`config.mk`:
```
export PLATFORM = sky130hd
export DESIGN_NAME = ivt_timer
export DESIGN_NICKNAME = d
export VERILOG_FILES = /design/src/rtl/ivt_pkg.sv /design/src/rtl/ivt_tick_sel.sv /design/src/rtl/ivt_counter.sv /design/src/rtl/ivt_regs.sv /design/src/rtl/ivt_timer.sv
export SDC_FILE = /design/constraint.sdc
export NUM_CORES = 1
export LEC_CHECK = 0
export ABC_AREA = 1
export CAP_MARGIN = 20
export CORE_MARGIN = 10
export CORE_UTILIZATION = 35
export CTS_CLUSTER_SIZE = 30
export DETAILED_ROUTE_END_ITERATION = 10
export DONT_BUFFER_PORTS = 1
export PLACE_DENSITY_LB_ADDON = 0.1
export REMOVE_ABC_BUFFERS = 1
export SYNTH_ARGS = -nofsm -noshare
export SYNTH_HDL_FRONTEND = slang
export SYNTH_SLANG_ARGS = --single-unit
```
`constraint.sdc`:
```
create_clock -name clk -period 2.45 [get_ports clk]
set_input_delay 0.1225 -clock clk [delete_from_list [all_inputs] [get_ports clk]]
set_output_delay 0.1225 -clock clk [all_outputs]
set_load 0.005 [all_outputs]
```
`src/rtl/ivt_pkg.sv`:
```
package ivt_pkg;
  // word indices on bus_addr[4:2]
  localparam int IDX_CTRL = 0;
  localparam int IDX_STAT = 1;
  localparam int IDX_LOAD = 2;
  localparam int IDX_CMP  = 3;
  localparam int IDX_CNT  = 4;

  // control bit positions
  localparam int B_EN       = 0;
  localparam int B_ENLD     = 1;
  localparam int B_IRQEN    = 2;
  localparam int B_RELOAD   = 3;
  localparam int B_SRST     = 16;
  localparam int B_OVW      = 17;
  localparam int B_RUN_DBG  = 18;
  localparam int B_RUN_WAIT = 19;
  localparam int B_RUN_STOP = 21;
  localparam int B_SRC_LO   = 24;

  localparam int SRC_W     = 2;
  localparam int NUM_SRC   = 1 << SRC_W;
  localparam int NUM_MODES = 3;
endpackage

```
`src/rtl/ivt_tick_sel.sv`:
```
module ivt_tick_sel
  import ivt_pkg::*;
(
  input  logic [SRC_W-1:0]     src,
  input  logic                 run_en,
  input  logic                 srst_act,
  input  logic [NUM_MODES-1:0] allow,     // {debug, wait, stop}
  input  logic                 tick_per,
  input  logic                 tick_hf,
  input  logic                 tick_lf,
  input  logic                 mode_stop,
  input  logic                 mode_wait,
  input  logic                 mode_debug,
  output logic                 tick_go
);
  logic [NUM_SRC-1:0]   src_vec;
  logic [NUM_MODES-1:0] mode_act;
  logic [NUM_MODES-1:0] mode_blk;

  assign src_vec  = {tick_lf, tick_hf, tick_per, 1'b0};
  assign mode_act = {mode_debug, mode_wait, mode_stop};

  for (genvar i = 0; i < NUM_MODES; i++) begin : g_mode
    assign mode_blk[i] = mode_act[i] & ~allow[i];
  end

  assign tick_go = src_vec[src] & run_en & ~srst_act & ~(|mode_blk);
endmodule

```
`src/rtl/ivt_counter.sv`:
```
module ivt_counter #(
  parameter int DATA_W = 32
) (
  input  logic              clk,
  input  logic              rst,
  input  logic              srst_act,
  input  logic              ld_now,
  input  logic [DATA_W-1:0] ld_val,
  input  logic              tick_go,
  input  logic              reload_en,
  input  logic [DATA_W-1:0] load_q,
  input  logic [DATA_W-1:0] cmp_q,
  output logic [DATA_W-1:0] cnt_q,
  output logic              hit
);
  logic [DATA_W-1:0] step_val;

  always_comb begin
    if (cnt_q == '0) step_val = reload_en ? load_q : '1;
    else             step_val = cnt_q - 1'b1;
  end

  assign hit = tick_go & ~ld_now & (step_val == cmp_q);

  always_ff @(posedge clk) begin
    if (rst)           cnt_q <= '0;
    else if (srst_act) cnt_q <= '0;
    else if (ld_now)   cnt_q <= ld_val;
    else if (tick_go)  cnt_q <= step_val;
  end
endmodule

```
`src/rtl/ivt_regs.sv`:
```
module ivt_regs
  import ivt_pkg::*;
#(
  parameter int DATA_W = 32,
  parameter int ADDR_W = 5
) (
  input  logic                 clk,
  input  logic                 rst,
  input  logic                 bus_sel,
  input  logic                 bus_wr,
  input  logic [ADDR_W-1:0]    bus_addr,
  input  logic [DATA_W-1:0]    bus_wdata,
  input  logic [DATA_W-1:0]    cnt,
  input  logic                 hit,
  output logic [DATA_W-1:0]    bus_rdata,
  output logic                 irq,
  output logic                 flag_q,
  output logic [DATA_W-1:0]    load_q,
  output logic [DATA_W-1:0]    cmp_q,
  output logic                 ld_now,
  output logic [DATA_W-1:0]    ld_val,
  output logic                 srst_act,
  output logic                 run_en,
  output logic                 reload_en,
  output logic [SRC_W-1:0]     src,
  output logic [NUM_MODES-1:0] allow
);
  localparam int IDX_W = ADDR_W - 2;
  localparam logic [DATA_W-1:0] CTRL_MASK =
      (DATA_W'(NUM_SRC - 1) << B_SRC_LO) |
      (DATA_W'(1) << B_RUN_STOP) | (DATA_W'(1) << B_RUN_WAIT) |
      (DATA_W'(1) << B_RUN_DBG)  | (DATA_W'(1) << B_OVW) |
      (DATA_W'(1) << B_SRST)     | (DATA_W'(1) << B_RELOAD) |
      (DATA_W'(1) << B_IRQEN)    | (DATA_W'(1) << B_ENLD) |
      (DATA_W'(1) << B_EN);

  logic [DATA_W-1:0] ctrl_q;
  logic [DATA_W-1:0] ctrl_d;
  logic [IDX_W-1:0]  idx;
  logic [1:0]        addr_lo_unused;
  logic              wr_acc, rd_acc;
  logic              wr_ctrl, wr_stat, wr_load, wr_cmp;
  logic              en_load_evt, ovw_evt;
  logic [DATA_W-1:0] rd_mux;

  assign idx            = bus_addr[ADDR_W-1:2];
  assign addr_lo_unused = bus_addr[1:0];
  assign wr_acc  = bus_sel & bus_wr;
  assign rd_acc  = bus_sel & ~bus_wr;
  assign wr_ctrl = wr_acc && (idx == IDX_W'(IDX_CTRL));
  assign wr_stat = wr_acc && (idx == IDX_W'(IDX_STAT));
  assign wr_load = wr_acc && (idx == IDX_W'(IDX_LOAD));
  assign wr_cmp  = wr_acc && (idx == IDX_W'(IDX_CMP));
  assign ctrl_d  = bus_wdata & CTRL_MASK;

  assign en_load_evt = wr_ctrl & ctrl_d[B_EN] & ctrl_d[B_ENLD] & ~ctrl_q[B_EN];
  assign ovw_evt     = wr_load & ctrl_q[B_OVW];
  assign ld_now      = en_load_evt | ovw_evt;
  assign ld_val      = ovw_evt ? bus_wdata : load_q;

  assign srst_act  = ctrl_q[B_SRST];
  assign run_en    = ctrl_q[B_EN];
  assign reload_en = ctrl_q[B_RELOAD];
  assign src       = ctrl_q[B_SRC_LO +: SRC_W];
  assign allow     = {ctrl_q[B_RUN_DBG], ctrl_q[B_RUN_WAIT], ctrl_q[B_RUN_STOP]};

  always_comb begin
    case (idx)
      IDX_W'(IDX_CTRL): rd_mux = ctrl_q;
      IDX_W'(IDX_STAT): rd_mux = {{(DATA_W-1){1'b0}}, flag_q};
      IDX_W'(IDX_LOAD): rd_mux = load_q;
      IDX_W'(IDX_CMP):  rd_mux = cmp_q;
      IDX_W'(IDX_CNT):  rd_mux = cnt;
      default:          rd_mux = '0;
    endcase
  end

  always_ff @(posedge clk) begin
    if (rst) begin
      ctrl_q    <= '0;
      load_q    <= '1;
      cmp_q     <= '0;
      flag_q    <= 1'b0;
      irq       <= 1'b0;
      bus_rdata <= '0;
    end else begin
      if (wr_ctrl)       ctrl_q <= ctrl_d;
      else if (srst_act) ctrl_q[B_SRST] <= 1'b0;

      if (srst_act) begin
        load_q <= '1;
        cmp_q  <= '0;
        flag_q <= 1'b0;
      end else begin
        if (wr_load) load_q <= bus_wdata;
        if (wr_cmp)  cmp_q  <= bus_wdata;
        if (hit)                         flag_q <= 1'b1;
        else if (wr_stat && bus_wdata[0]) flag_q <= 1'b0;
      end

      irq <= flag_q & ctrl_q[B_IRQEN];
      if (rd_acc) bus_rdata <= rd_mux;
    end
  end
endmodule

```
`src/rtl/ivt_timer.sv`:
```
module ivt_timer
  import ivt_pkg::*;
#(
  parameter int DATA_W = 32,
  parameter int ADDR_W = 5
) (
  input  logic              clk,
  input  logic              rst,
  input  logic              bus_sel,
  input  logic              bus_wr,
  input  logic [ADDR_W-1:0] bus_addr,
  input  logic [DATA_W-1:0] bus_wdata,
  output logic [DATA_W-1:0] bus_rdata,
  input  logic              tick_per,
  input  logic              tick_hf,
  input  logic              tick_lf,
  input  logic              mode_stop,
  input  logic              mode_wait,
  input  logic              mode_debug,
  output logic              irq
);
  logic [DATA_W-1:0]    cnt_q, load_q, cmp_q, ld_val;
  logic                 flag_q, ld_now, srst_act, run_en, reload_en;
  logic                 tick_go, hit;
  logic [SRC_W-1:0]     src;
  logic [NUM_MODES-1:0] allow;

  ivt_regs #(.DATA_W(DATA_W), .ADDR_W(ADDR_W)) u_regs (
    .clk(clk), .rst(rst), .bus_sel(bus_sel), .bus_wr(bus_wr),
    .bus_addr(bus_addr), .bus_wdata(bus_wdata), .cnt(cnt_q), .hit(hit),
    .bus_rdata(bus_rdata), .irq(irq), .flag_q(flag_q), .load_q(load_q),
    .cmp_q(cmp_q), .ld_now(ld_now), .ld_val(ld_val), .srst_act(srst_act),
    .run_en(run_en), .reload_en(reload_en), .src(src), .allow(allow)
  );

  ivt_tick_sel u_tick (
    .src(src), .run_en(run_en), .srst_act(srst_act), .allow(allow),
    .tick_per(tick_per), .tick_hf(tick_hf), .tick_lf(tick_lf),
    .mode_stop(mode_stop), .mode_wait(mode_wait), .mode_debug(mode_debug),
    .tick_go(tick_go)
  );

  ivt_counter #(.DATA_W(DATA_W)) u_cnt (
    .clk(clk), .rst(rst), .srst_act(srst_act), .ld_now(ld_now),
    .ld_val(ld_val), .tick_go(tick_go), .reload_en(reload_en),
    .load_q(load_q), .cmp_q(cmp_q), .cnt_q(cnt_q), .hit(hit)
  );
endmodule

```
==> After elaboration in Yosys (flattened, before gate mapping) <==
Index checks and enable logic that the tools add are counted.
{ "word_totals": {"reg_bits": 141, "latchBits": 0, "ram_bits": 0, "mem_bits_ro": 0, "inputBits": 47, "output_inout_bits": 33, "wordCells": 62, "mem_count": 0} }
{ "classes": {"addsub": 1, "n_mul": 0, "div": 0, "magnitude_cmp": 1, "eq_ne": 5, "shifts": 0, "mux": 10, "bitwise": 25, "n_reduce_logical": 12} }
{ "op_table": {"columns": ["operator", "n"], "rows": [
  ["32-bit 2-to-1 mux", 5],
  ["32-bit one-hot mux with 5 select lines", 1],
  ["32-bit == test", 1],
  ["32-bit logical NOT", 1],
  ["32-bit by 1-bit subtractor with 32-bit output, second input constant", 1],
  ["1-bit bitwise AND", 15],
  ["1-bit inverter", 9],
  ["3-bit by 2-bit == test with 1-bit output, second input constant", 2],
  ["1-bit logical AND", 5],
  ["2-bit nonzero test", 2],
  ["2-bit OR reduction", 2],
  ["3-bit by 1-bit == test with 1-bit output, second input constant", 1],
  ["3-bit == test, second input constant", 1],
  ["3-bit logical NOT", 1],
  ["2-bit by 3-bit less-than comparator with 1-bit output, second input constant", 1],
  ["1-bit 2-to-1 mux", 3],
  ["3-bit OR reduction", 1],
  ["1-bit binary-select mux with 2-bit select", 1],
  ["1-bit OR", 1]
]} }

==> Logic depth before layout (Yosys ltp) <==
Gate-level depths: netlist of the first run.
{ "logic_depth": {"ltp_word": 10, "mapped_depth": 19, "mapped_depth_nobuf": 18} }

==> Modules after synthesis <==
From an unflattened synthesis of the first run, not the netlist that was laid out.
{ "unflattened": {"hier_cells": 1412, "area_unflattened_um2": 8582.0} }
{ "modules_own_cells": {"columns": ["module", "instances", "cells_per_inst", "area_each_um2", "seq_area_each_um2"], "rows": [
  ["ivt_regs", 1, 742, 4968.5, 2182.1],
  ["ivt_counter", 1, 653, 3543.4, 640.6],
  ["ivt_tick_sel", 1, 17, 70.1, 0.0]
]} }

==> Worst setup path after synthesis of the first run <==
Ideal clock, no wire load.
{ "synth_timing": {"kind": "reg2reg", "from": "register u_cnt.cnt_q[0]", "to": "register u_regs.flag_q", "arrival_time_ns": 1.855, "t_required_ns": 2.380, "path_slack_ns": 0.524, "path_stages_with_launch": 17, "path_cell_list": "dfxtp_1 > inv_1 > ha_1 > nand2_2 > nor2_1 > nand2_1 > inv_1 > nand2_1 > nand2_1 > nand3_1 > nand3b_1 > nand2_1 > nor2_1 > nand2_1 > nor2_1 > nand3_1 > a21oi_1"} }
{ "synth_via": {"elab_chain_cells": 5} }
{ "synth_lines": {"columns": ["item", "line_no", "source"], "rows": [
  ["start: declaration", "ivt_counter.sv:13", "output logic [DATA_W-1:0] cnt_q,"],
  ["start signal: assignment", "ivt_counter.sv:28", "else if (ld_now) cnt_q <= ld_val;"],
  ["start signal: assignment", "ivt_counter.sv:29", "else if (tick_go) cnt_q <= step_val;"],
  ["32-bit by 1-bit subtractor with 32-bit output or 32-bit logical NOT (tied branches)", "ivt_counter.sv:20, ivt_counter.sv:19", null],
  ["32-bit 2-to-1 mux (*)", "ivt_counter.sv:19", "if (cnt_q == '0) step_val = reload_en ? load_q : '1;"],
  ["32-bit == test (*)", "ivt_counter.sv:23", "assign hit = tick_go & ~ld_now & (step_val == cmp_q);"],
  ["1-bit bitwise AND (*)", "ivt_counter.sv:23", null],
  ["1-bit 2-to-1 mux or 2-bit nonzero test (tied branches)", null, null],
  ["end signal: assignment", "ivt_regs.sv:93", "flag_q <= 1'b0;"],
  ["end signal: assignment", "ivt_regs.sv:97", "if (hit) flag_q <= 1'b1;"],
  ["end signal: assignment", "ivt_regs.sv:98", "else if (wr_stat && bus_wdata[0]) flag_q <= 1'b0;"],
  ["end: declaration", "ivt_regs.sv:17", "output logic flag_q,"]
]} }
Mark *: on every way between the ends. The rest lies on a longest branch, timed or not.
A chain may end at the register's enable or synchronous reset.

==> Worst setup path after layout of the first run <==
{ "layout_timing": {"from": "register u_cnt.cnt_q[22]", "to": "register u_regs.flag_q"} }
Same word-level chain as after synthesis.

==> results of run 1 <==
[area by class of cell]
class                      instances  area, um2  area share [%]
inverter                         151        577            5.50
clock buffer                      18        439            4.18
multi-input combinational        938       4840            46.1
tap                              319        399            3.80
timing repair buffer             144       1300            12.4
sequential                       141       2830            27.0
clock inverter                    14        113            1.07
[sequential cells by signal, indices dropped and copies added, names as in the netlist]
| signal | count |
|---|---|
| u_cnt.cnt_q | 32 |
| u_regs.bus_rdata | 32 |
| u_regs.cmp_q | 32 |
| u_regs.load_q | 32 |
| u_regs.ctrl_q | 11 |
| u_regs.flag_q | 1 |
| u_regs.irq | 1 |
[through the flow]
stage	setup TNS (ps)	cells	setup slack, ps	cell area, um2	hold slack [ps]
final	0	1725	142	10500	8.07
after global routing	-9.09	1725	-9.09	10500	19.1
after CTS	0	1717	11.5	10100	12.2
after detailed placement	-43.4	1652	-43.4	9230	201
after global placement	0	1652	0.910	9230	199
after floorplan	-138050	1230	-2970	7960	192
[worst min path at each step]
stage | from | depth (start not counted) | endpoint
floorplan | rst | 1 | u_regs.bus_rdata[0]
global placement | rst | 1 | u_regs.bus_rdata[2]
detailed placement | rst | 1 | u_regs.bus_rdata[2]
CTS | rst | 2 | u_regs.bus_rdata[2]
global route | rst | 2 | u_regs.ctrl_q[0]
finish | rst | 2 | u_regs.bus_rdata[2]
[placed cells by master (no fill, tap or decap), types with 12 or more instances in the layout]
cell           Yosys  routed
a21oi_1           64      63
nand2_1          352     333
nand3_2            4      12
o21ai_0           68      67
nor2_4             5      12
a41oi_1           21      21
o211ai_1          34      34
dfxtp_1          141     135
buf_4              0     102
dlygate4sd3_1      0      32
clkbuf_16          0      20
o22ai_1           40      40
inv_1            147     141
nand3_1          140     131
nand2_2           12      27
nor2_2             6      34
nor2_1           129      94
[cells by family (layout without fill, tap and decap cells)]
| family | count (synthesis) | in the layout | share of synthesized area, % |
|---|---|---|---|
| xor+xnor | 5 | 5 | 0.531 |
| buf+inv | 218 | 327 | 10.4 |
| simple gates | 669 | 669 | 35.2 |
| compound gates | 262 | 262 | 19.4 |
| flops | 141 | 141 | 34.2 |
| fa+ha+maj | 2 | 2 | 0.303 |
[power groups by stage]
stage               clock, uW  sequential [uW]  combinational (uW)
finish                   2520             2360                 950
global route             2650             2370                1030
CTS                      2550             2360                 853
detailed placement          0             2410                 773
global placement            0             2410                 769
floorplan                   0             2410                 430
[metal layers]
| metal | GRT usage, % | up-vias |
|---|---|---|
| met5 | 0 | - |
| li1 | - | 4503 |
| met4 | 5.03 | 0 |
| met3 | 3.59 | 22 |
| met2 | 32.7 | 262 |
| met1 | 29.7 | 4237 |
[critical path, cell delays in order, from the launching register on]
cell and delay (ps):
dfxtp_1 340, nor2_4 150, nand2_2 90, nor2_4 160, buf_4 140, nand2_4 60, inv_4 60, nand2_4 90
nor2_4 180, buf_12 160, nand2_2 50, nand2_1 80, o21ai_1 60, nor2_1 100, nand2_1 110, nor2_2 180
nand3_2 90, a21oi_1 130
[timing repair]
action,in CTS,in global routing
setup endpoints to repair,1,1
endpoints found under the hold margin,133,0
pin swaps,0,32
hold buffers,33,0
gates resized for setup,2,88
buffers inserted,0,6
gates cloned,0,3
==> flow_metrics.py, run 1 <==
metrics = {
    "run_status": {
        "status": "completed",
    },
    "timing": {
        "tightest_slew_ps": 918,
        "drv_slew": 0,
        "fmax_mhz": 433,
        "fin_crit_ps": 2310,
        "clock_skew_ps": 7.61,
        "final-setup-viol-count": 0,
        "finalHoldViolCount": 0,
        "max_slew_margin_pct": 38.8,
        "timing.final.crit_share_pct": 94.2,
    },
    "synth": {
        "synth_most_common_cell": "nand2_1",
        "yosysWarnings": 0,
        "yosys.cell_types.count": 35,
        "avgSynthCellArea_um2": 6.36,
        "synth.top_cells.by_area": "dfxtp_1, nand2_1, nand3_1",
        "synth-edff-count": 0,
        "syn_inst": 1297,
        "ys.flop_type": "dfxtp_1",
        "synth_top_area_cell": "dfxtp_1",
        "synth_common_cells": "nand2_1, inv_1, dfxtp_1",
        "netlist.area_leader.share_pct": 34.2,
        "synth_seq_cells": 141,
        "yosysSeqAreaShare_pct": 34.2,
        "async_reset_ff_share_pct": 0,
        "syn_area_um2": 8250,
    },
    "power_and_ir_drop": {
        "irDropWorstVdd_v": 0.000296,
        "intPower_uw": 4040,
        "pwr-share-comb_pct": 16.3,
        "clkPwrFrac_pct": 43.2,
        "power_switching_uw": 1790,
        "switching_share_pct": 30.7,
        "power_density_nw_per_um2": 555,
        "p_leak_uw": 0.00448,
        "power_frac_seq_pct": 40.5,
        "power_uw": 5830,
    },
    "die": {
        "rows": 56,
        "fp.dieArea_um2": 30100,
        "initial_utilization_pct": 35.4,
        "core_um2": 23300,
        "io_pins": 80,
        "fp.dieW_um": 174,
        "die_height_um": 174,
    },
    "finish": {
        "final_util_pct": 45.0,
        "nFillCells": 2500,
        "drive_above_1_share_pct": 18.5,
        "area_growth_pct": 27.2,
        "num_antenna_cells": 0,
        "nets": 1442,
    },
    "clock_tree": {
        "clkSinkCount": 141,
        "cts_buffers": 17,
        "cts.htree.levels": 4,
        "insertion_delay_ps": 430,
        "cts-root-buf": "clkbuf_16",
        "cts.path.max_buffers": 2,
        "cts_tree": "done",
        "clk_pin_slew_ps": 70,
    },
    "routing": {
        "drc": 0,
        "vias": 9024,
        "wl_met2_um": 14600,
        "wl_met3_um": 1940,
        "top_layer_used": "met4",
        "drt-pass1-iter-count": 5,
        "ant_nets": 0,
        "wl_um": 32600,
        "vias_per_cell": 5.23,
        "wl_per_cell_um": 18.9,
        "drtIter0Drc": 805,
        "drt-met1-wl_um": 15700,
    },
    "worst_setup_path": {
        "r2r_end": "u_regs.flag_q",
        "reg2reg_depth": 17,
        "start_kind": "flop",
        "worstSetupEndpoint": "u_regs.flag_q",
        "crit_type": "flop to flop",
        "r2r-start": "u_cnt.cnt_q[22]",
        "r2r_slack_ps": 140,
        "endpoint_kind": "flop",
        "cp_max_fo": 6,
        "arrival_ps": 2670,
        "required_ps": 2810,
        "cp-startpoint": "u_cnt.cnt_q[22]",
    },
    "grt": {
        "grt_max_degree": 85,
        "grt.overflow.total": 0,
        "grt_pass1_wl_um": 50600,
        "grt_pass1_vias": 8641,
        "grt_use_total_pct": 21.1,
        "antenna_found_initial": 0,
    },
    "place": {
        "io_buffers": 0,
        "finalWeightedCongestion": 0.909,
        "place_hpwl_um": 22200,
    },
    "flow_run": {
        "maxCapViolCount": 0,
    },
    "min_path": {
        "hold_class": "primary input to flop",
    },
}
Note: power is estimated with default switching activity, not from simulation.
==> run 2, diff against run 1 <==
Settings changed: RECOVER_POWER from default to 25.
==> flow_metrics.py, run 2 (synthesized netlist as in run 1, its figures left out) <==
metrics = {
    "timing": {
        "max_slew_margin_pct": 28.6,
        "finalHoldViolCount": 0,
        "fin_crit_ps": 2300,
        "fmax_mhz": 435,
        "tightest_slew_ps": 1070,
        "clock_skew_ps": 9.59,
        "drv_slew": 0,
        "timing.final.crit_share_pct": 93.8,
        "hold_ws_ps": 7.66,
        "final-setup-viol-count": 0,
    },
    "die": {
        "core_um2": 23300,
        "rows": 56,
        "initial_utilization_pct": 35.4,
        "io_pins": 80,
        "die_height_um": 174,
        "fp.dieArea_um2": 30100,
        "fp.dieW_um": 174,
    },
    "routing": {
        "vias": 8974,
        "drt-pass1-iter-count": 5,
        "ant_nets": 0,
        "vias_per_cell": 5.20,
        "drc": 0,
        "wl_um": 32600,
        "wl_per_cell_um": 18.9,
        "drtIter0Drc": 838,
    },
    "clock_tree": {
        "clk_pin_slew_ps": 70,
        "insertion_delay_ps": 430,
        "cts_buffers": 17,
        "cts-root-buf": "clkbuf_16",
        "cts_tree": "done",
        "clkSinkCount": 141,
        "cts.htree.levels": 4,
        "cts.path.max_buffers": 2,
    },
    "worst_setup_path": {
        "start_kind": "flop",
        "r2r-start": "u_cnt.cnt_q[20]",
        "endpoint_kind": "flop",
        "cp-startpoint": "u_cnt.cnt_q[20]",
        "worstSetupEndpoint": "u_regs.flag_q",
        "required_ps": 2810,
        "reg2reg_depth": 17,
        "r2r_end": "u_regs.flag_q",
        "r2r_slack_ps": 150,
        "arrival_ps": 2660,
        "crit_type": "flop to flop",
        "cp_max_fo": 6,
    },
    "place": {
        "io_buffers": 0,
        "place_hpwl_um": 22200,
        "finalWeightedCongestion": 0.909,
        "place_inst": 1652,
    },
    "grt": {
        "antenna_found_initial": 0,
        "grt.overflow.total": 0,
        "grt_pass1_vias": 8641,
        "grt_max_degree": 85,
        "grt_use_total_pct": 21.1,
        "grt_pass1_wl_um": 50600,
    },
    "finish": {
        "final_cell_count_no_fill": 1725,
        "nets": 1442,
        "drive_above_1_share_pct": 18.4,
        "final_common_cell": "nand2_1",
        "area_growth_pct": 27.2,
        "num_antenna_cells": 0,
        "final_cell_mix": "nand2_1, inv_1, dfxtp_1",
    },
    "min_path": {
        "hold_class": "primary input to flop",
    },
    "power_and_ir_drop": {
        "p_leak_uw": 0.00448,
        "irDropWorstVdd_v": 0.000295,
        "power_density_nw_per_um2": 554,
    },
    "run_status": {
        "status": "completed",
    },
    "flow_run": {
        "maxCapViolCount": 0,
    },
}
## run 2: metal layers
layer / part of all wire [%] / global-route usage (%) / up-vias
li1: - / - / 4496
met1: 48 / 29.7 / 4191
met2: 45 / 32.7 / 265
met3: 5.7 / 3.59 / 22
met4: 1.2 / 5.03 / 0
met5: 0 / 0 / -
## run 2: final cells by class
class	instances	area, um2
Timing Repair Buffer	144	1300
Multi-Input combinational cell	938	4840
Fill cell	2502	12800
Inverter	151	577
Clock inverter	14	113
Clock buffer	18	439
Sequential cell	141	2830
Tap cell	319	399
## run 2: how the worst min path moves through the flow
stage,start,to,cells after the start
floorplan,rst,u_regs.bus_rdata[0],1
global placement,rst,u_regs.bus_rdata[2],1
detailed placement,rst,u_regs.bus_rdata[2],1
CTS,rst,u_regs.bus_rdata[2],2
global route,rst,u_regs.ctrl_q[0],2
finish,rst,u_regs.bus_rdata[2],2
## run 2: through the flow
stage	worst slack (ps)	area [um2]	power, uW	util [%]	TNS, ps
finish	153	10500	5820	45.0	0
global route	-9.09	10500	6050	45.0	-9.09
CTS	11.5	10100	5760	43.4	0
detailed placement	-43.4	9230	3190	39.6	-43.4
global placement	0.910	9230	3180	39.6	0
floorplan	-2970	7960	2840	-	-138050
## run 2: report_power, final
part           internal (uW)  switching [uW]
logic                    363             587
clock network           1340            1160
registers               2330            28.0
total                   4040            1780
## run 2: worst max-delay path, cell delays in order, from the launching register on
cell	delay, ps
dfxtp_1	340
nor2_2	150
nand2_2	100
nor2_4	160
buf_4	140
nand2_4	60
inv_4	60
nand2_4	80
nor2_4	180
buf_12	160
nand2_2	50
nand2_1	80
o21ai_1	60
nor2_1	100
nand2_1	100
nor2_2	180
nand3_2	90
a21oi_1	130
## run 2: repair_timing
item	4_1_cts	5_1_grt
setup endpoints to repair	1	1
pin swaps	0	32
hold buffers	33	0
setup buffers	0	6
cloned	0	3
resized for setup	2	88
endpoints found under the hold margin	133	0
==> run 3, diff against run 2 <==
Settings changed: ABC_AREA 1 to default.
==> flow_metrics.py, run 3 <==
metrics = {
    "run_status": {
        "status": "finished with violations",
        "violations": "negative setup slack",
    },
    "synth": {
        "synth_compound_area_share_pct": 21.4,
        "avgSynthCellArea_um2": 7.81,
        "muxShareOfSynthArea_pct": 6.22,
        "ys.flop_type": "dfxtp_1",
        "synth_most_common_cell": "nand2_1",
        "synth.top_cells.by_area": "dfxtp_1, nand2_1, mux2i_1",
        "syn_inst": 992,
        "synth_xor_area_share_pct": 6.30,
        "async_reset_ff_share_pct": 0,
        "synth_fa_ha_area_share_pct": 0.323,
        "synth_top_family_by_area": "simple AND/OR/NAND/NOR gates",
        "netlist.area_leader.share_pct": 36.4,
        "synth_common_cells": "nand2_1, dfxtp_1, a21oi_1",
        "yosys.cell_types.count": 68,
        "synth_seq_cells": 141,
        "synth_top_area_cell": "dfxtp_1",
        "syn_area_um2": 7750,
        "synth-simple-area-share_pct": 24.5,
        "yosysWarnings": 0,
        "yosysSeqAreaShare_pct": 36.4,
        "synth-edff-count": 0,
    },
    "routing": {
        "vias_per_cell": 5.67,
        "wl_um": 31200,
        "vias": 8094,
        "drc": 0,
        "drt-pass1-iter-count": 6,
        "drtIter0Drc": 691,
        "wl_per_cell_um": 21.8,
        "ant_nets": 0,
    },
    "die": {
        "io_pins": 80,
        "fp.dieW_um": 169,
        "die_height_um": 169,
        "rows": 54,
        "core_um2": 21800,
        "fp.dieArea_um2": 28500,
        "initial_utilization_pct": 35.5,
    },
    "grt": {
        "grt_max_degree": 65,
        "grt_pass1_vias": 7942,
        "grt_use_total_pct": 21.3,
        "grt.overflow.total": 0,
        "grt_pass1_wl_um": 48000,
        "antenna_found_initial": 0,
    },
    "timing": {
        "finalHoldViolCount": 0,
        "fmax_mhz": 345,
        "tightest_slew_ps": 706,
        "fin_crit_ps": 2900,
        "layout_setup_ws_ps": -448,
        "max_slew_margin_pct": 52.9,
        "final-setup-viol-count": 2,
        "timing.final.crit_share_pct": 118,
        "rsz0062_at_grt": "yes",
        "clock_skew_ps": 11.1,
        "drv_slew": 0,
    },
    "worst_setup_path": {
        "path_depth": 10,
        "cpPeakStageDelay_ps": 560,
        "endpoint_kind": "flop",
        "arrival_ps": 3240,
        "crit_family": "simple AND/OR/NAND/NOR gates",
        "slowest_stage": "or4_4",
        "crit_type": "flop to flop",
        "cp_max_fo": 3,
        "crit_chain": "or4_4 -> buf_6 -> or3_4 -> nor2_1 -> xor2_1 -> o22ai_1 -> xnor2_1 -> nor4_2 -> o2111ai_2 -> o31ai_1",
        "required_ps": 2790,
        "r2r_slack_ps": -450,
        "r2r_end": "u_regs.flag_q",
        "start_kind": "flop",
        "r2r-start": "u_cnt.cnt_q[17]",
        "reg2reg_depth": 10,
        "crit_buf_inv": 1,
    },
    "clock_tree": {
        "clk_pin_slew_ps": 70,
        "cts.htree.levels": 4,
        "insertion_delay_ps": 430,
        "cts_tree": "done",
        "cts-root-buf": "clkbuf_16",
        "cts_buffers": 17,
        "cts.path.max_buffers": 2,
        "clkSinkCount": 141,
    },
    "place": {
        "finalWeightedCongestion": 0.919,
        "io_buffers": 0,
        "place_hpwl_um": 21800,
        "place_area_um2": 8940,
        "pre_cts_slack_ps": -541,
    },
    "power_and_ir_drop": {
        "irDropWorstVdd_v": 0.000407,
        "p_leak_uw": 0.00412,
        "power_switching_uw": 1600,
        "power_density_nw_per_um2": 572,
        "clkPwrFrac_pct": 45.7,
        "intPower_uw": 4370,
        "switching_share_pct": 26.8,
        "pwr-share-comb_pct": 14.6,
        "power_frac_seq_pct": 39.7,
    },
    "min_path": {
        "min_to": "u_regs.bus_rdata[18]",
        "hold_class": "primary input to flop",
        "hold_depth": 2,
        "hold_path_startpoint": "rst",
    },
    "finish": {
        "final_cell_mix": "nand2_1, buf_4, dfxtp_1",
        "drive_above_1_share_pct": 23.0,
        "num_antenna_cells": 0,
        "area_growth_pct": 34.7,
        "nets": 1183,
        "fin_area_um2": 10400,
        "final_common_cell": "nand2_1",
    },
    "flow_run": {
        "maxCapViolCount": 0,
    },
}
==> run 3: changes by cell type after synthesis, sizes merged, moves of 28 or more <==
cell | previous run | this run
nand2 | 367 | 198
inv | 151 | 13
nand3 | 144 | 46
nor2 | 142 | 73
mux2i | 0 | 47
o22ai | 40 | 4
a222oi | 0 | 29
o21ai | 72 | 43
o211ai | 34 | 6
==> run 3: worst max-delay path by stage <==
stage / from / to / slack [ps]
5_1_grt: u_cnt.cnt_q[17] / u_regs.flag_q / -580
4_1_cts: u_cnt.cnt_q[19] / u_regs.flag_q / -370
3_5_place_dp: u_cnt.cnt_q[17] / u_regs.flag_q / -540
6_report: u_cnt.cnt_q[17] / u_regs.flag_q / -450
3_3_place_gp: u_cnt.cnt_q[17] / u_regs.flag_q / -410
2_1_floorplan: bus_addr[4] / u_regs.flag_q / -2870
==> run 3: layout make-up <==
type                    instances  area, um2
fillers                      2095      11400
well taps                     280        350
repair buffers                205       1720
inverters                      13       48.8
clock buffers                  18        439
clock inverters                14        166
flip-flops and latches        141       2830
multi-input cells             756       4880
==> run 3: power by group through the flow <==
stage	registers, uW	clock network [uW]	logic (uW)
finish	2370	2730	875
global route	2380	2870	941
CTS	2370	2770	776
detailed placement	2420	0	671
global placement	2420	0	672
floorplan	2410	0	358
==> run 3: metrics by stage <==
| step | instances | hold WS, ps | power (uW) | util (%) | setup TNS (ps) |
|---|---|---|---|---|---|
| after floorplan | 910 | 192 | 2770 | - | -85320 |
| after global placement | 1332 | 206 | 3100 | 41.0 | -825 |
| after detailed placement | 1332 | 206 | 3100 | 41.0 | -1110 |
| after CTS | 1402 | 5.73 | 5920 | 45.8 | -650 |
| after global routing | 1427 | 14.6 | 6190 | 47.8 | -949 |
| final | 1427 | 13.1 | 5980 | 47.8 | -516 |
==> run 3: cell families (layout without fill, tap and decap cells) <==
logic type,count (synthesis),after routing
adders and majority gates,2,2
buffers and inverters,95,250
AOI/OAI and AO/OA,247,247
and+or+nand+nor,408,408
muxes,48,48
xor gates and xnor gates,51,51
DFF,141,141
==> run 3: what timing repair did <==
action | CTS | global route
setup buffers | 3 | 28
resized for setup | 13 | 63
endpoints found under the hold margin | 140 | 0
pin swaps | 9 | 31
setup endpoints to repair | 8 | 9
hold buffers | 35 | 0
==> run 3: worst reg2reg max path: stages, from the launching register on <==
cell and delay, ps:
dfxtp_2 320, or4_4 560, buf_6 140, or3_4 400
nor2_1 140, xor2_1 230, o22ai_1 160, xnor2_1 170
nor4_2 300, o2111ai_2 160, o31ai_1 260
==> run 3: metal layers <==
layer,routed length (um),global-route usage [%],up-vias
li1,-,-,3877
met1,13900,27.6,3942
met2,15100,35.3,238
met3,1670,4.28,37
met4,514,5.53,0
met5,0,0,-
